### src/rtl/gpio_regs_pkg.sv
package gpio_regs_pkg;
  // Bank b direction register at OE_BASE+b, drive register at VAL_BASE+b
  localparam int unsigned OE_BASE  = 5;
  localparam int unsigned VAL_BASE = 9;
  localparam int unsigned DBG_ADDR = 14;
endpackage

### src/rtl/gpio_addr_decode.sv
module gpio_addr_decode
  import gpio_regs_pkg::*;
#(
  parameter int unsigned NUM_BANKS = 4,
  parameter int unsigned ADDR_W    = 7
) (
  input  logic              wr_en,
  input  logic [ADDR_W-1:0] addr,
  output logic [NUM_BANKS-1:0] oe_we,
  output logic [NUM_BANKS-1:0] val_we,
  output logic              dbg_we
);
  for (genvar b = 0; b < NUM_BANKS; b++) begin : g_dec
    localparam logic [ADDR_W-1:0] OE_A  = ADDR_W'(OE_BASE + b);
    localparam logic [ADDR_W-1:0] VAL_A = ADDR_W'(VAL_BASE + b);
    assign oe_we[b]  = wr_en && (addr == OE_A);
    assign val_we[b] = wr_en && (addr == VAL_A);
  end

  assign dbg_we = wr_en && (addr == ADDR_W'(DBG_ADDR));
endmodule

### src/rtl/gpio_mask_reg.sv
module gpio_mask_reg #(
  parameter int unsigned WIDTH = 16
) (
  input  logic             clk,
  input  logic             rst,
  input  logic             we,
  input  logic [WIDTH-1:0] bit_en,
  input  logic [WIDTH-1:0] bit_val,
  output logic [WIDTH-1:0] q
);
  always_ff @(posedge clk) begin
    if (rst) begin
      q <= '0;
    end else if (we) begin
      q <= (q & ~bit_en) | (bit_val & bit_en);
    end
  end
endmodule

### src/rtl/gpio_pin_drive.sv
module gpio_pin_drive #(
  parameter int unsigned NUM_BANKS = 4,
  parameter int unsigned BANK_W    = 16,
  localparam int unsigned PINS     = NUM_BANKS * BANK_W
) (
  input  logic                 clk,
  input  logic                 rst,
  input  logic [PINS-1:0]      oe_q,
  input  logic [PINS-1:0]      val_q,
  input  logic [NUM_BANKS-1:0] dbg_en,
  input  logic [PINS-1:0]      dbg_val,
  output logic [PINS-1:0]      pin_oe,
  output logic [PINS-1:0]      pin_out
);
  logic [PINS-1:0] drv_nxt;

  for (genvar b = 0; b < NUM_BANKS; b++) begin : g_mux
    assign drv_nxt[b*BANK_W +: BANK_W] = dbg_en[b] ? dbg_val[b*BANK_W +: BANK_W]
                                                   : val_q[b*BANK_W +: BANK_W];
  end

  always_ff @(posedge clk) begin
    if (rst) begin
      pin_oe  <= '0;
      pin_out <= '0;
    end else begin
      pin_oe  <= oe_q;
      pin_out <= drv_nxt;
    end
  end
endmodule

### src/rtl/gpio_readback.sv
module gpio_readback
  import gpio_regs_pkg::*;
#(
  parameter int unsigned NUM_BANKS = 4,
  parameter int unsigned BANK_W    = 16,
  parameter int unsigned ADDR_W    = 7,
  parameter int unsigned DATA_W    = 32,
  localparam int unsigned PINS     = NUM_BANKS * BANK_W
) (
  input  logic                 clk,
  input  logic                 rst,
  input  logic                 rd_en,
  input  logic [ADDR_W-1:0]    addr,
  input  logic [PINS-1:0]      oe_q,
  input  logic [PINS-1:0]      pin_smp,
  input  logic [NUM_BANKS-1:0] dbg_en,
  output logic [DATA_W-1:0]    rdata
);
  logic [DATA_W-1:0] sel;

  always_comb begin
    sel = '0;
    for (int unsigned b = 0; b < NUM_BANKS; b++) begin
      if (addr == ADDR_W'(OE_BASE + b))  sel = DATA_W'(oe_q[b*BANK_W +: BANK_W]);
      if (addr == ADDR_W'(VAL_BASE + b)) sel = DATA_W'(pin_smp[b*BANK_W +: BANK_W]);
    end
    if (addr == ADDR_W'(DBG_ADDR)) sel = DATA_W'(dbg_en);
  end

  always_ff @(posedge clk) begin
    if (rst) begin
      rdata <= '0;
    end else if (rd_en) begin
      rdata <= sel;
    end
  end
endmodule

### src/rtl/gpio_bank_regs.sv
module gpio_bank_regs #(
  parameter int unsigned NUM_BANKS = 4,
  parameter int unsigned BANK_W    = 16,
  parameter int unsigned ADDR_W    = 7,
  parameter int unsigned DATA_W    = 32,
  localparam int unsigned PINS     = NUM_BANKS * BANK_W
) (
  input  logic              clk,
  input  logic              rst,
  input  logic              wr_en,
  input  logic              rd_en,
  input  logic [ADDR_W-1:0] addr,
  input  logic [DATA_W-1:0] wdata,
  output logic [DATA_W-1:0] rdata,
  input  logic [PINS-1:0]   pin_in,
  input  logic [PINS-1:0]   dbg_val,
  output logic [PINS-1:0]   pin_oe,
  output logic [PINS-1:0]   pin_out
);
  logic [NUM_BANKS-1:0] oe_we;
  logic [NUM_BANKS-1:0] val_we;
  logic                 dbg_we;
  logic [PINS-1:0]      oe_q;
  logic [PINS-1:0]      val_q;
  logic [PINS-1:0]      pin_smp;
  logic [NUM_BANKS-1:0] dbg_en_q;
  logic [BANK_W-1:0]    wr_mask;
  logic [BANK_W-1:0]    wr_bits;

  assign wr_mask = wdata[2*BANK_W-1:BANK_W];
  assign wr_bits = wdata[BANK_W-1:0];

  gpio_addr_decode #(.NUM_BANKS(NUM_BANKS), .ADDR_W(ADDR_W)) dec_i (
    .wr_en(wr_en), .addr(addr), .oe_we(oe_we), .val_we(val_we), .dbg_we(dbg_we)
  );

  for (genvar b = 0; b < NUM_BANKS; b++) begin : g_bank
    gpio_mask_reg #(.WIDTH(BANK_W)) oe_reg_i (
      .clk(clk), .rst(rst), .we(oe_we[b]), .bit_en(wr_mask), .bit_val(wr_bits),
      .q(oe_q[b*BANK_W +: BANK_W])
    );
    gpio_mask_reg #(.WIDTH(BANK_W)) val_reg_i (
      .clk(clk), .rst(rst), .we(val_we[b]), .bit_en(wr_mask), .bit_val(wr_bits),
      .q(val_q[b*BANK_W +: BANK_W])
    );
  end

  always_ff @(posedge clk) begin
    if (rst) begin
      dbg_en_q <= '0;
      pin_smp  <= '0;
    end else begin
      pin_smp <= pin_in;
      if (dbg_we) dbg_en_q <= wdata[NUM_BANKS-1:0];
    end
  end

  gpio_pin_drive #(.NUM_BANKS(NUM_BANKS), .BANK_W(BANK_W)) drv_i (
    .clk(clk), .rst(rst), .oe_q(oe_q), .val_q(val_q), .dbg_en(dbg_en_q),
    .dbg_val(dbg_val), .pin_oe(pin_oe), .pin_out(pin_out)
  );

  gpio_readback #(.NUM_BANKS(NUM_BANKS), .BANK_W(BANK_W), .ADDR_W(ADDR_W),
                  .DATA_W(DATA_W)) rb_i (
    .clk(clk), .rst(rst), .rd_en(rd_en), .addr(addr), .oe_q(oe_q),
    .pin_smp(pin_smp), .dbg_en(dbg_en_q), .rdata(rdata)
  );
endmodule

### config.mk
export PLATFORM = sky130hd
export DESIGN_NAME = gpio_bank_regs
export DESIGN_NICKNAME = d
export VERILOG_FILES = /design/src/rtl/gpio_regs_pkg.sv /design/src/rtl/gpio_addr_decode.sv /design/src/rtl/gpio_mask_reg.sv /design/src/rtl/gpio_pin_drive.sv /design/src/rtl/gpio_readback.sv /design/src/rtl/gpio_bank_regs.sv
export SDC_FILE = /design/constraint.sdc
export NUM_CORES = 1
export LEC_CHECK = 0
export BUFFER_PORTS_ARGS = -buffer_cell sky130_fd_sc_hd__buf_2
export CORE_MARGIN = 2
export CORE_UTILIZATION = 45
export CTS_CLUSTER_DIAMETER = 150
export DETAILED_ROUTE_END_ITERATION = 12
export PLACE_DENSITY_LB_ADDON = 0.2
export SLEW_MARGIN = 20
export SYNTH_ARGS = -nofsm -noshare
export SYNTH_HDL_FRONTEND = slang
export SYNTH_HIERARCHICAL = 1
export SYNTH_SLANG_ARGS = --single-unit
### constraint.sdc
create_clock -name clk -period 2.78 [get_ports clk]
set_input_delay 0.139 -clock clk [delete_from_list [all_inputs] [get_ports clk]]
set_output_delay 0.139 -clock clk [all_outputs]
set_load 0.05 [all_outputs]
==> run summary, run 1 <==
The initial antenna violation count was 0; the final hold violation count was 0. Clock skew on the completed layout was measured at 0.0122 ns. The signal on the critical path passes through dlygate4sd3_1, buf_2, or4b_1, nor3_2, buf_4, a21bo_2, a21oi_1. The all-layer global routing usage was 0.275; the portion of the clock cycle consumed by the worst path in the final layout was 0.768. The Yosys step of the flow raised 6 warnings. Detailed placement finished with a half-perimeter wire length of 29300 µm. STA classifies the critical path startpoint as an input port.

For the relative contribution of the clock network to total power, the log shows 0.461. Fraction of power spent switching nets: 0.231. The first global-routing pass estimated 65300 µm of wire.

Post-synthesis sequential area ratio: 0.499. The stage delay of the slowest cell on the critical path is 0.74 ns, and the cell leakage power is 7.28 nW. Summed over all instances, the cell type with the most area after synthesis is sky130_fd_sc_hd__dfxtp_1. The floorplan step set the die height to 178 µm. 331 I/O pins were placed. At the pin with the least slew margin, the transition time is 1.11 ns. The max-cap violation count was 0; the mean cell area of the mapped netlist was 10.2 µm².

The final max-slew violation count is 0. The run finished with clean final reports. For this design the total switching power over the nets is 2.48 mW. Setup repair after global routing left no endpoint under its margin.

The number of buffers added on ports is 314. The classification of the worst setup path is in2reg. The tools report the summed negative setup slack over all endpoints as 0 ns.

The count of flip-flops with a built-in enable after synthesis is 0, and the number of rows created at floorplan is 63. The area share of the largest cell type after synthesis works out to 0.499. In the layout the commonest cells are sky130_fd_sc_hd__dfxtp_1, sky130_fd_sc_hd__buf_2, sky130_fd_sc_hd__dlygate4sd3_1.

The logs give 0 for the number of remaining DRC errors and 2.50 ns for the arrival time at the worst endpoint. The dominant synthesized flop cell is sky130_fd_sc_hd__dfxtp_1. Data on the critical path is required at its endpoint by 3.15 ns. In this run the horizontal extent of the chip is 178 µm. The number of stages on the worst hold path was 3; the fraction of power consumed by combinational cells was 0.078. The run gives 13600 µm² as the summed instance area of the synthesized netlist. The internal portion of the total power is 8.27 mW. Derived from the worst setup path, the maximum achievable clock frequency is 468 MHz.

The power density normalized to cell area is 600 nW/µm², and the core box area is 29700 µm². Counting every instance in the synthesized netlist gives 1344. TritonCTS built the clock tree. Worst hold-check path type: in2reg. Most common cell after layout, fill and taps aside: sky130_fd_sc_hd__dfxtp_1. Detailed-router iteration count before antenna repair: 6. Root cell of the clock tree: sky130_fd_sc_hd__clkbuf_16.

The total overflow reported by the global router is 0, and the worst vdd rail ir drop is 0.358 mV. The routability-driven placement congestion ratio was 0.917; the end-of-flow core utilization was 0.603. After synthesis, the cell types taking the most area are sky130_fd_sc_hd__dfxtp_1, sky130_fd_sc_hd__a21bo_1, sky130_fd_sc_hd__nor2b_1. CTS saw 340 sinks. The count of final setup violators came out at 0. After detailed routing, the total wire length is 45200 µm. For the sequential power share, the log shows 0.461. The kind of end point of the critical path was a flip-flop.

No sink is reached through more buffers than the 3 on the longest clock path. The via density per instance came out at 5.34. The worst register-to-register path has a depth of 5.

Counting the buffers created by CTS gives 37. For the antenna diode instance count, the log shows 0. After synthesis, the netlist uses 45 different library cells. The largest fanout on the critical path came out at 32. The detail route stage leaves a number of antenna-violating nets equal to 0. The clock tree synthesis step divided the H-tree into 2 levels. In this run, synthesis produced a sequential element count of 340. The clock reaches the later pin of the worst-skew pair after 0.52 ns. The clock transition time at the flip-flop clock pins of the worst setup and hold paths was 0.06 ns; the time the final worst path needs with I/O delays and setup was 2.14 ns. The number of DRC violations after detailed-routing iteration 0 was 1097. The buffers inserted during post-CTS setup optimization was 0.

The initial standard-cell utilization of the core came out at 0.459. Cell at the slowest stage of the critical path: sky130_fd_sc_hd__or4b_1. Across all layers, the routed design uses 11.7k vias. The number of nets in the layout was 1941. The fraction of final layout cells with drive strength greater than 1 is 0.270. The tools report the die area as 31700 µm².

From synthesis to final layout, the design area changed by 31.4%. Entering global routing, the biggest net connects 139 pins. The number of global-route vias before repair was 11.0k. After detailed routing, the average wire length per cell comes to 20.7 µm. The async set-reset flop share out of synthesis was 0; the normalized max-slew margin was 0.257.
-- what timing repair did --
item,4_1_cts,5_1_grt
resized for setup,0,0
hold buffers,153,0
endpoints found under the hold margin,140,0
-- power by group through the flow --
stage,registers [mW],clock network [mW],logic [mW]
final,4.95,4.96,0.840
after global routing,4.96,5.24,0.887
after global placement,5.06,0,0.652
after CTS,4.95,5.03,0.822
after floorplan,5.07,0,0.331
after detailed placement,5.06,0,0.658
-- area by class of cell --
type                       instances  area, µm²
clock buffer                      55       1140
fill                            2538      11800
multi-input combinational        897       6060
clock inverter                    12        114
timing repair buffer             488       3300
tap                              390        488
sequential                       340       6810
inverter                           6       22.5
-- final timing paths --
check	slack (ns)	to	from
hold reg to reg	0.49	drv_i/pin_oe[18]$_SDFF_PP0_	flip-flop
setup / recovery	0.64	flip-flop	addr[6]
hold / removal	0.04	flip-flop	wdata[1]
setup reg to reg	1.15	rb_i/rdata[2]$_SDFFE_PP0P_	flip-flop
-- per-stage QoR --
stage | hold slack (ns) | cell area [µm²] | instances | worst slack [ns] | total power [mW]
3_5_place_dp | 0.352 | 15100 | 1968 | 0.657 | 5.72
3_3_place_gp | 0.353 | 15100 | 1968 | 0.662 | 5.71
4_1_cts | 0.0202 | 17900 | 2188 | 0.705 | 10.8
6_report | 0.0393 | 17900 | 2188 | 0.644 | 10.8
5_1_grt | 0.0283 | 17900 | 2188 | 0.518 | 11.1
2_1_floorplan | 0.267 | 13700 | 1359 | 0.787 | 5.40
-- cells by family (layout without fill, tap and decap cells) --
logic type / count (synthesis) / after routing / share of synthesized area
compound gates: 385 / 385 / 0.220
mux: 69 / 69 / 0.0506
flops: 340 / 340 / 0.499
buf+inv: 122 / 561 / 0.0642
other cells: 1 / 16 / 0.000275
simple gates: 427 / 427 / 0.166
-- cells in the mapped netlist, types with 2 or more instances --
| cell type | count |
|---|---|
| sky130_fd_sc_hd__dfxtp_1 | 340 |
| sky130_fd_sc_hd__nand3_1 | 133 |
| sky130_fd_sc_hd__nor2b_1 | 132 |
| sky130_fd_sc_hd__a21bo_1 | 112 |
| sky130_fd_sc_hd__a21oi_1 | 95 |
| sky130_fd_sc_hd__nor2_1 | 85 |
| sky130_fd_sc_hd__mux2i_1 | 69 |
| sky130_fd_sc_hd__a21oi_2 | 56 |
| sky130_fd_sc_hd__buf_6 | 34 |
| sky130_fd_sc_hd__buf_2 | 33 |
| sky130_fd_sc_hd__o21ai_0 | 33 |
| sky130_fd_sc_hd__buf_4 | 29 |
| sky130_fd_sc_hd__nand2_1 | 23 |
| sky130_fd_sc_hd__nor3_1 | 18 |
| sky130_fd_sc_hd__a21bo_2 | 16 |
| sky130_fd_sc_hd__a22oi_1 | 13 |
| sky130_fd_sc_hd__o32ai_1 | 12 |
| sky130_fd_sc_hd__a22o_1 | 11 |
| sky130_fd_sc_hd__and3_1 | 11 |
| sky130_fd_sc_hd__o22a_1 | 11 |
| sky130_fd_sc_hd__clkbuf_1 | 10 |
| sky130_fd_sc_hd__clkbuf_2 | 10 |
| sky130_fd_sc_hd__o22ai_1 | 8 |
| sky130_fd_sc_hd__a221oi_1 | 7 |
| sky130_fd_sc_hd__and3b_1 | 7 |
| sky130_fd_sc_hd__nor4_1 | 5 |
| sky130_fd_sc_hd__o31ai_1 | 4 |
| sky130_fd_sc_hd__a311oi_1 | 3 |
| sky130_fd_sc_hd__inv_1 | 3 |
| sky130_fd_sc_hd__inv_2 | 3 |
| sky130_fd_sc_hd__nand2b_1 | 3 |
| sky130_fd_sc_hd__a211oi_1 | 2 |
-- routing by layer --
metal / wire length [µm] / global-route usage
met1: 20200 / 0.375
met2: 20400 / 0.446
met3: 3090 / 0.0392
met4: 1610 / 0.0977
met5: 0 / 0
-- worst max-delay path: cells and delay by family --
kind / cells / cell delay (ns)
buffers and inverters: 3 / 1.06
AND/OR/NAND/NOR: 2 / 1.04
AO/OA/AOI/OAI: 2 / 0.24
(Power assumes the default switching activity.)
==> run 2, diff against run 1 <==
Settings changed: ABC_AREA set to 1.
Clock period 2.78 ns to 1.8 ns, I/O delays scaled along.
==> run 2 against run 1 <==
Clock skew is 0.0048 ns higher. Routed wire length up 1.8%. Cell count grew 40%. Power is 51% higher. Clock power increased by 48%. Flip-flop and latch count unchanged. Utilization decreased by 1.8 points. Largest cell class unchanged. Highest routed layer unchanged.
==> run summary, run 2 <==
The number of filler cells placed in the layout is 2983 (was 2538). Total placed cells including tap cells: 2847 (was 1968). HPWL after detailed placement: 31700 µm (was 29300 µm). Async set-reset flop share out of synthesis: 0 (unchanged).

The most numerous cell type found on the critical path is sky130_fd_sc_hd__buf_4. The compound-gate portion of the synthesized area came out at 0.0117 (was 0.220). The final clock skew came out at 0.0170 ns (was 0.0122 ns). The via density per instance is 4.53 (was 5.34), and the portion of the clock cycle consumed by the worst path in the final layout is 0.736. The largest fanout on the critical path is 26 (was 32).

Family with the most delay on the worst path: buffers and inverters (unchanged). Critical path cell sequence: dlygate4sd3_1, buf_4, buf_4, inv_1, nand2_1, nor2_1 (was dlygate4sd3_1, buf_2, or4b_1, nor3_2, buf_4, a21bo_2, a21oi_1). The routed wire length is 46000 µm (was 45200 µm). The fraction of final layout cells with drive strength greater than 1 was 0.193 (was 0.270). The via count was 13.9k (was 11.7k); the area share of xor/xnor cells in the synthesized design was 0 (unchanged). The maximum clock insertion buffer count is 3 (unchanged). The tools report the sort of element at the start of the critical path as an input port (unchanged). For the finished layout, the period the worst path requires is 1.33 ns.

The number of remaining DRC errors was 0 (unchanged). The pin count of the biggest net entering global routing is 102 (was 139). The run gives 0 (unchanged) as the initial antenna violation count. The die area is 34000 µm² (was 31700 µm²), and the adder and majority cell fraction of the synthesized area is 0 (unchanged). The number of rows created at floorplan was 66 (was 63).

The stage delay of the slowest cell on the critical path is 0.54 ns (was 0.74 ns). The final hold violation count came out at 0 (unchanged). The sequential power share is 0.474 (was 0.461), and the average detailed-routed wire length per instance is 15.0 µm (was 20.7 µm). The logs give 0 ns (unchanged) for the summed negative setup slack over all endpoints and 2768 (was 1941) for the number of nets in the layout.

For the post-cts sizing count, the log shows 0 (unchanged). The tools report the root cell of the clock tree as sky130_fd_sc_hd__clkbuf_16 (unchanged). The run gives 0 (unchanged) as the post-detailed-route count of antenna-violating nets. The run gives 14600 µm² (was 13600 µm²) as the summed instance area of the synthesized netlist. The tools report the clock buffer count from CTS as 37 (unchanged).

The number of DRC violations after detailed-routing iteration 0 is 964 (was 1097), and the core box area is 32300 µm² (was 29700 µm²). Most common library cells after synthesis: sky130_fd_sc_hd__nor2_1, sky130_fd_sc_hd__nand2_1, sky130_fd_sc_hd__inv_1 (was sky130_fd_sc_hd__dfxtp_1, sky130_fd_sc_hd__nand3_1, sky130_fd_sc_hd__nor2b_1). The die span in x is 184 µm (was 178 µm). The tools report the kind of end point of the critical path as a flip-flop (unchanged). The design internal power was 12.5 mW (was 8.27 mW). The number of buffers added on ports works out to 314 (unchanged). The net switching power is 3.74 mW (was 2.48 mW), and the count of cell types in the netlist is 27 (was 45). The run gives 70000 µm (was 65300 µm) as the global-route wire length before repair.

The most area-hungry cell type in the Yosys netlist was sky130_fd_sc_hd__dfxtp_1 (unchanged). The tools report the total clock sinks as 340 (unchanged). The insertion delay of the later-clocked pin in the worst-skew pair is 0.52 ns (about the same).

The dominant synthesized flop cell was sky130_fd_sc_hd__dfxtp_1 (unchanged). The flip-flop and latch count after synthesis is 340 (unchanged), and the final non-filler cell total is 3061 (was 2188). The worst hold-check path type is in2reg (unchanged). For the max-cap violation count, the log shows 0 (unchanged). Arrival time at the worst endpoint: 1.77 ns (was 2.50 ns). The fraction of power spent switching nets was 0.231 (about the same). The fraction of power consumed by combinational cells came out at 0.074 (was 0.078). The run gives 0 (unchanged) as the antenna diode instance count.

Commonest cells after routing, fill and taps aside: sky130_fd_sc_hd__nor2_1, sky130_fd_sc_hd__nand2_1, sky130_fd_sc_hd__inv_1 (was sky130_fd_sc_hd__dfxtp_1, sky130_fd_sc_hd__buf_2, sky130_fd_sc_hd__dlygate4sd3_1). The worst-margin pin slew was 0.747 ns (was 1.11 ns); the relative contribution of the clock network to total power was 0.452 (was 0.461). The highest attainable clock frequency came out at 755 MHz.

The run gives 331 (unchanged) as the count of pins on the block boundary. The area share of and/or/nand/nor cells after synthesis was 0.367 (was 0.166). The clock transition time at the flip-flop clock pins of the worst setup and hold paths was 0.06 ns (about the same). Main area contributors after synthesis: sky130_fd_sc_hd__dfxtp_1, sky130_fd_sc_hd__nor2_1, sky130_fd_sc_hd__nand2_1 (was sky130_fd_sc_hd__dfxtp_1, sky130_fd_sc_hd__a21bo_1, sky130_fd_sc_hd__nor2b_1). Power density normalized to cell area: 857 nW/µm² (was 600 nW/µm²).

Dominant cell by count in the synthesized netlist: sky130_fd_sc_hd__nor2_1 (was sky130_fd_sc_hd__dfxtp_1). Normalized max-slew margin: 0.501 (was 0.257). The largest family of logic cells by synthesized area was simple AND/OR/NAND/NOR gates (was compound AO/OA/AOI/OAI gates). For the detailed-router iteration count before antenna repair, the log shows 5 (was 6). The count of flip-flops with a built-in enable after synthesis was 0 (unchanged); the total overflow reported by the global router was 0 (unchanged).

The mean cell area of the mapped netlist came out at 6.84 µm² (was 10.2 µm²). The final max-slew violation count is 0 (unchanged), and the height of the die is 184 µm (was 178 µm). The run gives 0.453 (was 0.459) as the initial standard-cell utilization of the core. The synthesized netlist cell count was 2137 (was 1344).

The tools report the cell leakage power as 9.89 nW (was 7.28 nW). The run gives 0.903 (was 0.917) as the routability-driven placement congestion ratio. Mux cell area share after synthesis: 0 (was 0.0506). The classification of the worst setup path is in2reg (unchanged).

The number of global-route vias before repair is 13.1k (was 11.0k). The run finished with clean final reports. The run gives 6 (unchanged) as the number of warnings reported in the yosys synthesis log. Setup repair after global routing left no endpoint under its margin. The worst path required time came out at 2.24 ns (was 3.15 ns).

The all-layer global routing usage was 0.266 (was 0.275); the worst vdd rail ir drop was 0.562 mV (was 0.358 mV). The total buffers and inverters traversed by the critical path was 4 (was 3). Most common cell after layout, fill and taps aside: sky130_fd_sc_hd__nor2_1 (was sky130_fd_sc_hd__dfxtp_1). The area added between synthesis and finish was 29.3% (was 31.4%).

The area share of the largest cell type after synthesis was 0.465 (was 0.499). The logs give 0.465 (was 0.499) for the post-synthesis sequential area ratio and 0 (unchanged) for the count of final setup violators. The cell at the slowest stage of the critical path was sky130_fd_sc_hd__dlygate4sd3_1 (was sky130_fd_sc_hd__or4b_1). TritonCTS built the clock tree. The tools report the number of levels the H-tree was split into as 2 (unchanged).
[run 2: area by class of cell]
cell class,count,area (µm²),share of cell area
well taps,442,553,0.0293
flip-flops and latches,340,6810,0.360
clock inverters,8,71.3,0.00377
inverters,373,1400,0.0742
multi-input cells,1350,5630,0.298
clock buffers,53,1100,0.0581
repair buffers,495,3340,0.177
[run 2: worst paths after layout]
check                                         startpoint                      endpoint  slack (ns)  cells past startpoint
worst max-delay path                                 rst                     flip-flop        0.47                      6
worst min-delay path                           wdata[16]                     flip-flop        0.01                      4
worst max register to register  dbg_en_q[1]$_SDFFE_PP0P_  drv_i/pin_out[18]$_SDFF_PP0_        0.60                      4
worst min register to register                 flip-flop   drv_i/pin_oe[27]$_SDFF_PP0_        0.45                      2
[run 2: timing repair]
item,in CTS,in global routing
hold buffers,153,0
endpoints found under the hold margin,259,0
buffers inserted,0,0
[run 2: power groups by stage]
stage          logic [mW]  registers, mW  clock network [mW]
2_1_floorplan       0.488           7.85                   0
3_3_place_gp        0.917           7.84                   0
4_1_cts              1.18           7.67                7.50
5_1_grt              1.30           7.67                7.79
6_report             1.20           7.67                7.32
3_5_place_dp        0.924           7.84                   0
[run 2: through the flow]
stage	power, mW	cell area [µm²]	hold WS (ns)	utilization	worst slack (ns)
finish	16.2	18900	0.0144	0.586	0.475
global route	16.8	18900	0.0323	0.586	0.365
CTS	16.3	18900	0.00155	0.586	0.492
detailed placement	8.76	16200	0.295	0.502	0.109
global placement	8.76	16200	0.296	0.502	0.149
floorplan	8.34	14700	0.159	-	0.591
[run 2: kinds of logic (layout without fill, tap and decap cells)]
logic type | after synthesis | after routing
AO/OA/AOI/OAI | 34 | 34
AND/OR/NAND/NOR | 1300 | 1300
other | 1 | 16
flip-flops | 340 | 340
buffers and inverters | 462 | 929
[run 2: metal layers]
| metal | GRT usage | wire [µm] | vias to the layer above |
|---|---|---|---|
| li1 | - | - | 7038 |
| met1 | 0.354 | 21100 | 6263 |
| met2 | 0.446 | 20900 | 510 |
| met3 | 0.0423 | 2890 | 70 |
| met4 | 0.0749 | 1130 | 0 |
| met5 | 0 | 0 | - |
[run 2: worst min-delay path: stages]
cell and delay [ns]:
sky130_fd_sc_hd__buf_2 0.18, sky130_fd_sc_hd__nand2_1 0.11, sky130_fd_sc_hd__nor2_1 0.04, sky130_fd_sc_hd__nor2_1 0.08
==> run 3, diff against run 2 <==
Settings changed: ABC_AREA 1 to 0.
Clock period 1.8 ns to 1.2 ns, I/O delays scaled along.
==> run 3 against run 2 <==
The flow now finishes with violations (setup timing). Sequential power grew 50%. Routed wire length grew 6.4%. Hold slack gained 0.029 ns. Utilization grew 9.9 points. Setup slack lost 0.62 ns. Sequential share of layout area shrank 2.5 points. Clock skew grew 0.0025 ns. Flip-flop and latch count is the same. Die area shrank 6.6%. Global-route usage grew 1.5 points. Largest cell class is now multi-input combinational cells.
==> run summary, run 3 (same netlist as run 1, synthesis figures left out) <==
The flow ran to the end, but the final reports show violations. The checks that failed: setup timing. For the number of remaining DRC errors, the log shows 0 (unchanged). The clock buffer count from CTS was 36 (was 37). The number of filler cells placed in the layout is 2212 (was 2983). The power density normalized to cell area is 1220 nW/µm² (was 857 nW/µm²). For the maximum clock insertion buffer count, the log shows 3 (unchanged). The HPWL after detailed placement was 30400 µm (was 31700 µm).

The total placed cells including tap cells is 2062 (was 2847), and the largest fanout on the critical path is 8 (was 26). The clock transition time at the flip-flop clock pins of the worst setup and hold paths works out to 0.06 ns (about the same). The cell at the slowest stage of the critical path is sky130_fd_sc_hd__or4b_4 (was sky130_fd_sc_hd__dlygate4sd3_1). The average detailed-routed wire length per instance is 21.2 µm (was 15.0 µm). The area added between synthesis and finish was 49.1% (was 29.3%). For the routed wire length, the log shows 49000 µm (was 46000 µm). Setup repair after global routing could not meet its margin everywhere. The run gives 1.64 ns (was 2.24 ns) as the worst path required time. The logs give 0 (unchanged) for the antenna diode instance count and 0.836 mV (was 0.562 mV) for the worst vdd rail ir drop. The tools report the storage element area as 6820 µm² (was 6810 µm²).

The number of buffers added on ports works out to 314 (unchanged). Classification of the worst setup path: in2reg (unchanged). The height of the die was 178 µm (was 184 µm).

The run gives 2067 (was 2768) as the number of nets in the layout. Core box area: 29700 µm² (was 32300 µm²). Worst-margin pin slew: 0.597 ns (was 0.747 ns). The tools report the detailed-router iteration count before antenna repair as 5 (unchanged). Sort of element at the start of the critical path: an input port (unchanged). For the final max-slew violation count, the log shows 0 (unchanged). TritonCTS built the clock tree. Kind of end point of the critical path: a flip-flop (unchanged). The number of DRC violations after detailed-routing iteration 0 is 1022 (was 964). The tools report the number of levels the H-tree was split into as 2 (unchanged). For the normalized max-slew margin, the log shows 0.602 (was 0.501). The cell leakage power was 8.14 nW (was 9.89 nW). The area of combinational cells with multiple inputs is 6870 µm² (was 5630 µm²). The total buffers and inverters traversed by the critical path is 4 (unchanged). The final clock skew was 0.0195 ns (was 0.0170 ns); the total clock sinks was 340 (unchanged).

Critical path cell sequence: buf_6, or4b_4, buf_8, nor4_4, buf_6, clkbuf_16, nand3_1, a21oi_1 (was dlygate4sd3_1, buf_4, buf_4, inv_1, nand2_1, nor2_1). The summed negative setup slack over all endpoints came out at -5.74 ns (was 0 ns). The insertion delay of the later-clocked pin in the worst-skew pair is 0.52 ns (about the same).

The die area is 31700 µm² (was 34000 µm²). The max-cap violation count is 0 (unchanged), and the initial antenna violation count is 0 (unchanged). The depth of the critical timing path with buffers and inverters included was 8 (was 6); the routability-driven placement congestion ratio was 0.905 (was 0.903). The highest attainable clock frequency was 742 MHz.

The die span in x came out at 178 µm (was 184 µm). The final hold violation count was 0 (unchanged). Via density per instance: 5.37 (was 4.53). Cell repeated most along the worst path: sky130_fd_sc_hd__buf_6 (was sky130_fd_sc_hd__buf_4). The run gives 67000 µm (was 70000 µm) as the global-route wire length before repair.

Commonest cells after routing, fill and taps aside: sky130_fd_sc_hd__dfxtp_1, sky130_fd_sc_hd__buf_2, sky130_fd_sc_hd__dlygate4sd3_1 (was sky130_fd_sc_hd__nor2_1, sky130_fd_sc_hd__nand2_1, sky130_fd_sc_hd__inv_1). The run gives 12.4k (was 13.9k) as the via count. The family with the most delay on the worst path is simple AND/OR/NAND/NOR gates (was buffers and inverters).

Most common cell after layout, fill and taps aside: sky130_fd_sc_hd__dfxtp_1 (was sky130_fd_sc_hd__nor2_1). The fraction of final layout cells with drive strength greater than 1 is 0.371 (was 0.193), and the post-detailed-route count of antenna-violating nets is 0 (unchanged). The count of final setup violators is 90 (was 0), and the portion of the clock cycle consumed by the worst path in the final layout is 1.12. The path depth of the worst reg2reg path was 5 (was 4).

Root cell of the clock tree: sky130_fd_sc_hd__clkbuf_16 (unchanged). The logs give 11.6k (was 13.1k) for the number of global-route vias before repair and 0.459 (was 0.453) for the initial standard-cell utilization of the core. Worst hold-check path type: in2reg (unchanged).

The final non-filler cell total was 2312 (was 3061). For the number of rows created at floorplan, the log shows 63 (was 66). The stage delay of the slowest cell on the critical path is 0.55 ns (was 0.54 ns), and the pin count of the biggest net entering global routing is 71 (was 102). Number of stages on the worst hold path: 3 (was 4). The arrival time at the worst endpoint is 1.79 ns (was 1.77 ns). For the count of pins on the block boundary, the log shows 331 (unchanged).

The post-route worst setup slack was -0.148 ns (was 0.475 ns); the all-layer global routing usage was 0.281 (was 0.266). The time the final worst path needs with I/O delays and setup is 1.35 ns, and the total overflow reported by the global router is 0 (unchanged).
run 3: changes by cell type in the layout (fill, tap and decap cells not counted), moves of 69 or more:
cell,delta
sky130_fd_sc_hd__a21bo_1,+112
sky130_fd_sc_hd__buf_4,+77
sky130_fd_sc_hd__mux2i_1,+69
sky130_fd_sc_hd__inv_1,-362
sky130_fd_sc_hd__a21oi_2,+86
sky130_fd_sc_hd__nor2b_1,+131
sky130_fd_sc_hd__nand2_1,-522
sky130_fd_sc_hd__nor2_1,-493
run 3: layer usage:
layer | GRT usage | vias up | routed length [µm]
li1 | - | 5799 | -
met1 | 0.374 | 5954 | 21100
met2 | 0.457 | 548 | 22400
met3 | 0.0405 | 116 | 3320
met4 | 0.113 | 0 | 2240
met5 | 0 | - | 0
run 3: worst register-to-register path: stages (launching register included):
cell and delay, ns:
sky130_fd_sc_hd__dfxtp_1 0.33, sky130_fd_sc_hd__and3b_1 0.20, sky130_fd_sc_hd__o21ai_2 0.19, sky130_fd_sc_hd__a21oi_2 0.08, sky130_fd_sc_hd__o31ai_1 0.25, sky130_fd_sc_hd__a311oi_1 0.12
run 3: area by class of cell:
type                    instances  area share
multi-input cells             897       0.338
flip-flops and latches        340       0.335
repair buffers                615       0.245
clock buffers                  57      0.0531
well taps                     390      0.0240
clock inverters                 7     0.00357
inverters                       6     0.00111
run 3: path summary, 6_finish.rpt:
check	from	end	slack [ns]
worst max register to register	flip-flop	rb_i/rdata[2]$_SDFFE_PP0P_	-0.10
worst min register to register	flip-flop	drv_i/pin_oe[11]$_SDFF_PP0_	0.49
worst max-delay path	addr[4]	flip-flop	-0.15
worst min-delay path	wdata[19]	flip-flop	0.04
run 3: metrics by stage:
step	hold WS, ns	area, µm²	power [mW]	utilization	worst slack, ns
after floorplan	0.188	13800	12.5	-	-0.410
after global placement	0.274	16300	13.5	0.547	-0.607
after detailed placement	0.272	16300	13.5	0.547	-0.625
after CTS	0.00792	19000	24.7	0.640	-0.0832
after global routing	0.0360	20300	25.5	0.684	-0.161
final	0.0437	20300	24.8	0.684	-0.148
run 3: repair_timing:
action	4_1_cts	5_1_grt
hold buffers	154	0
hold endpoints to repair	271	0
setup endpoints to repair	77	125
gates resized for setup	30	160
pin swaps	15	75
gates cloned	0	21
setup buffers	0	12
run 3: report_power, final:
part | switching [mW] | internal [mW]
Combinational | 1.36 | 0.998
Sequential | 0.0555 | 11.4
Clock | 4.56 | 6.41
Total | 5.97 | 18.8
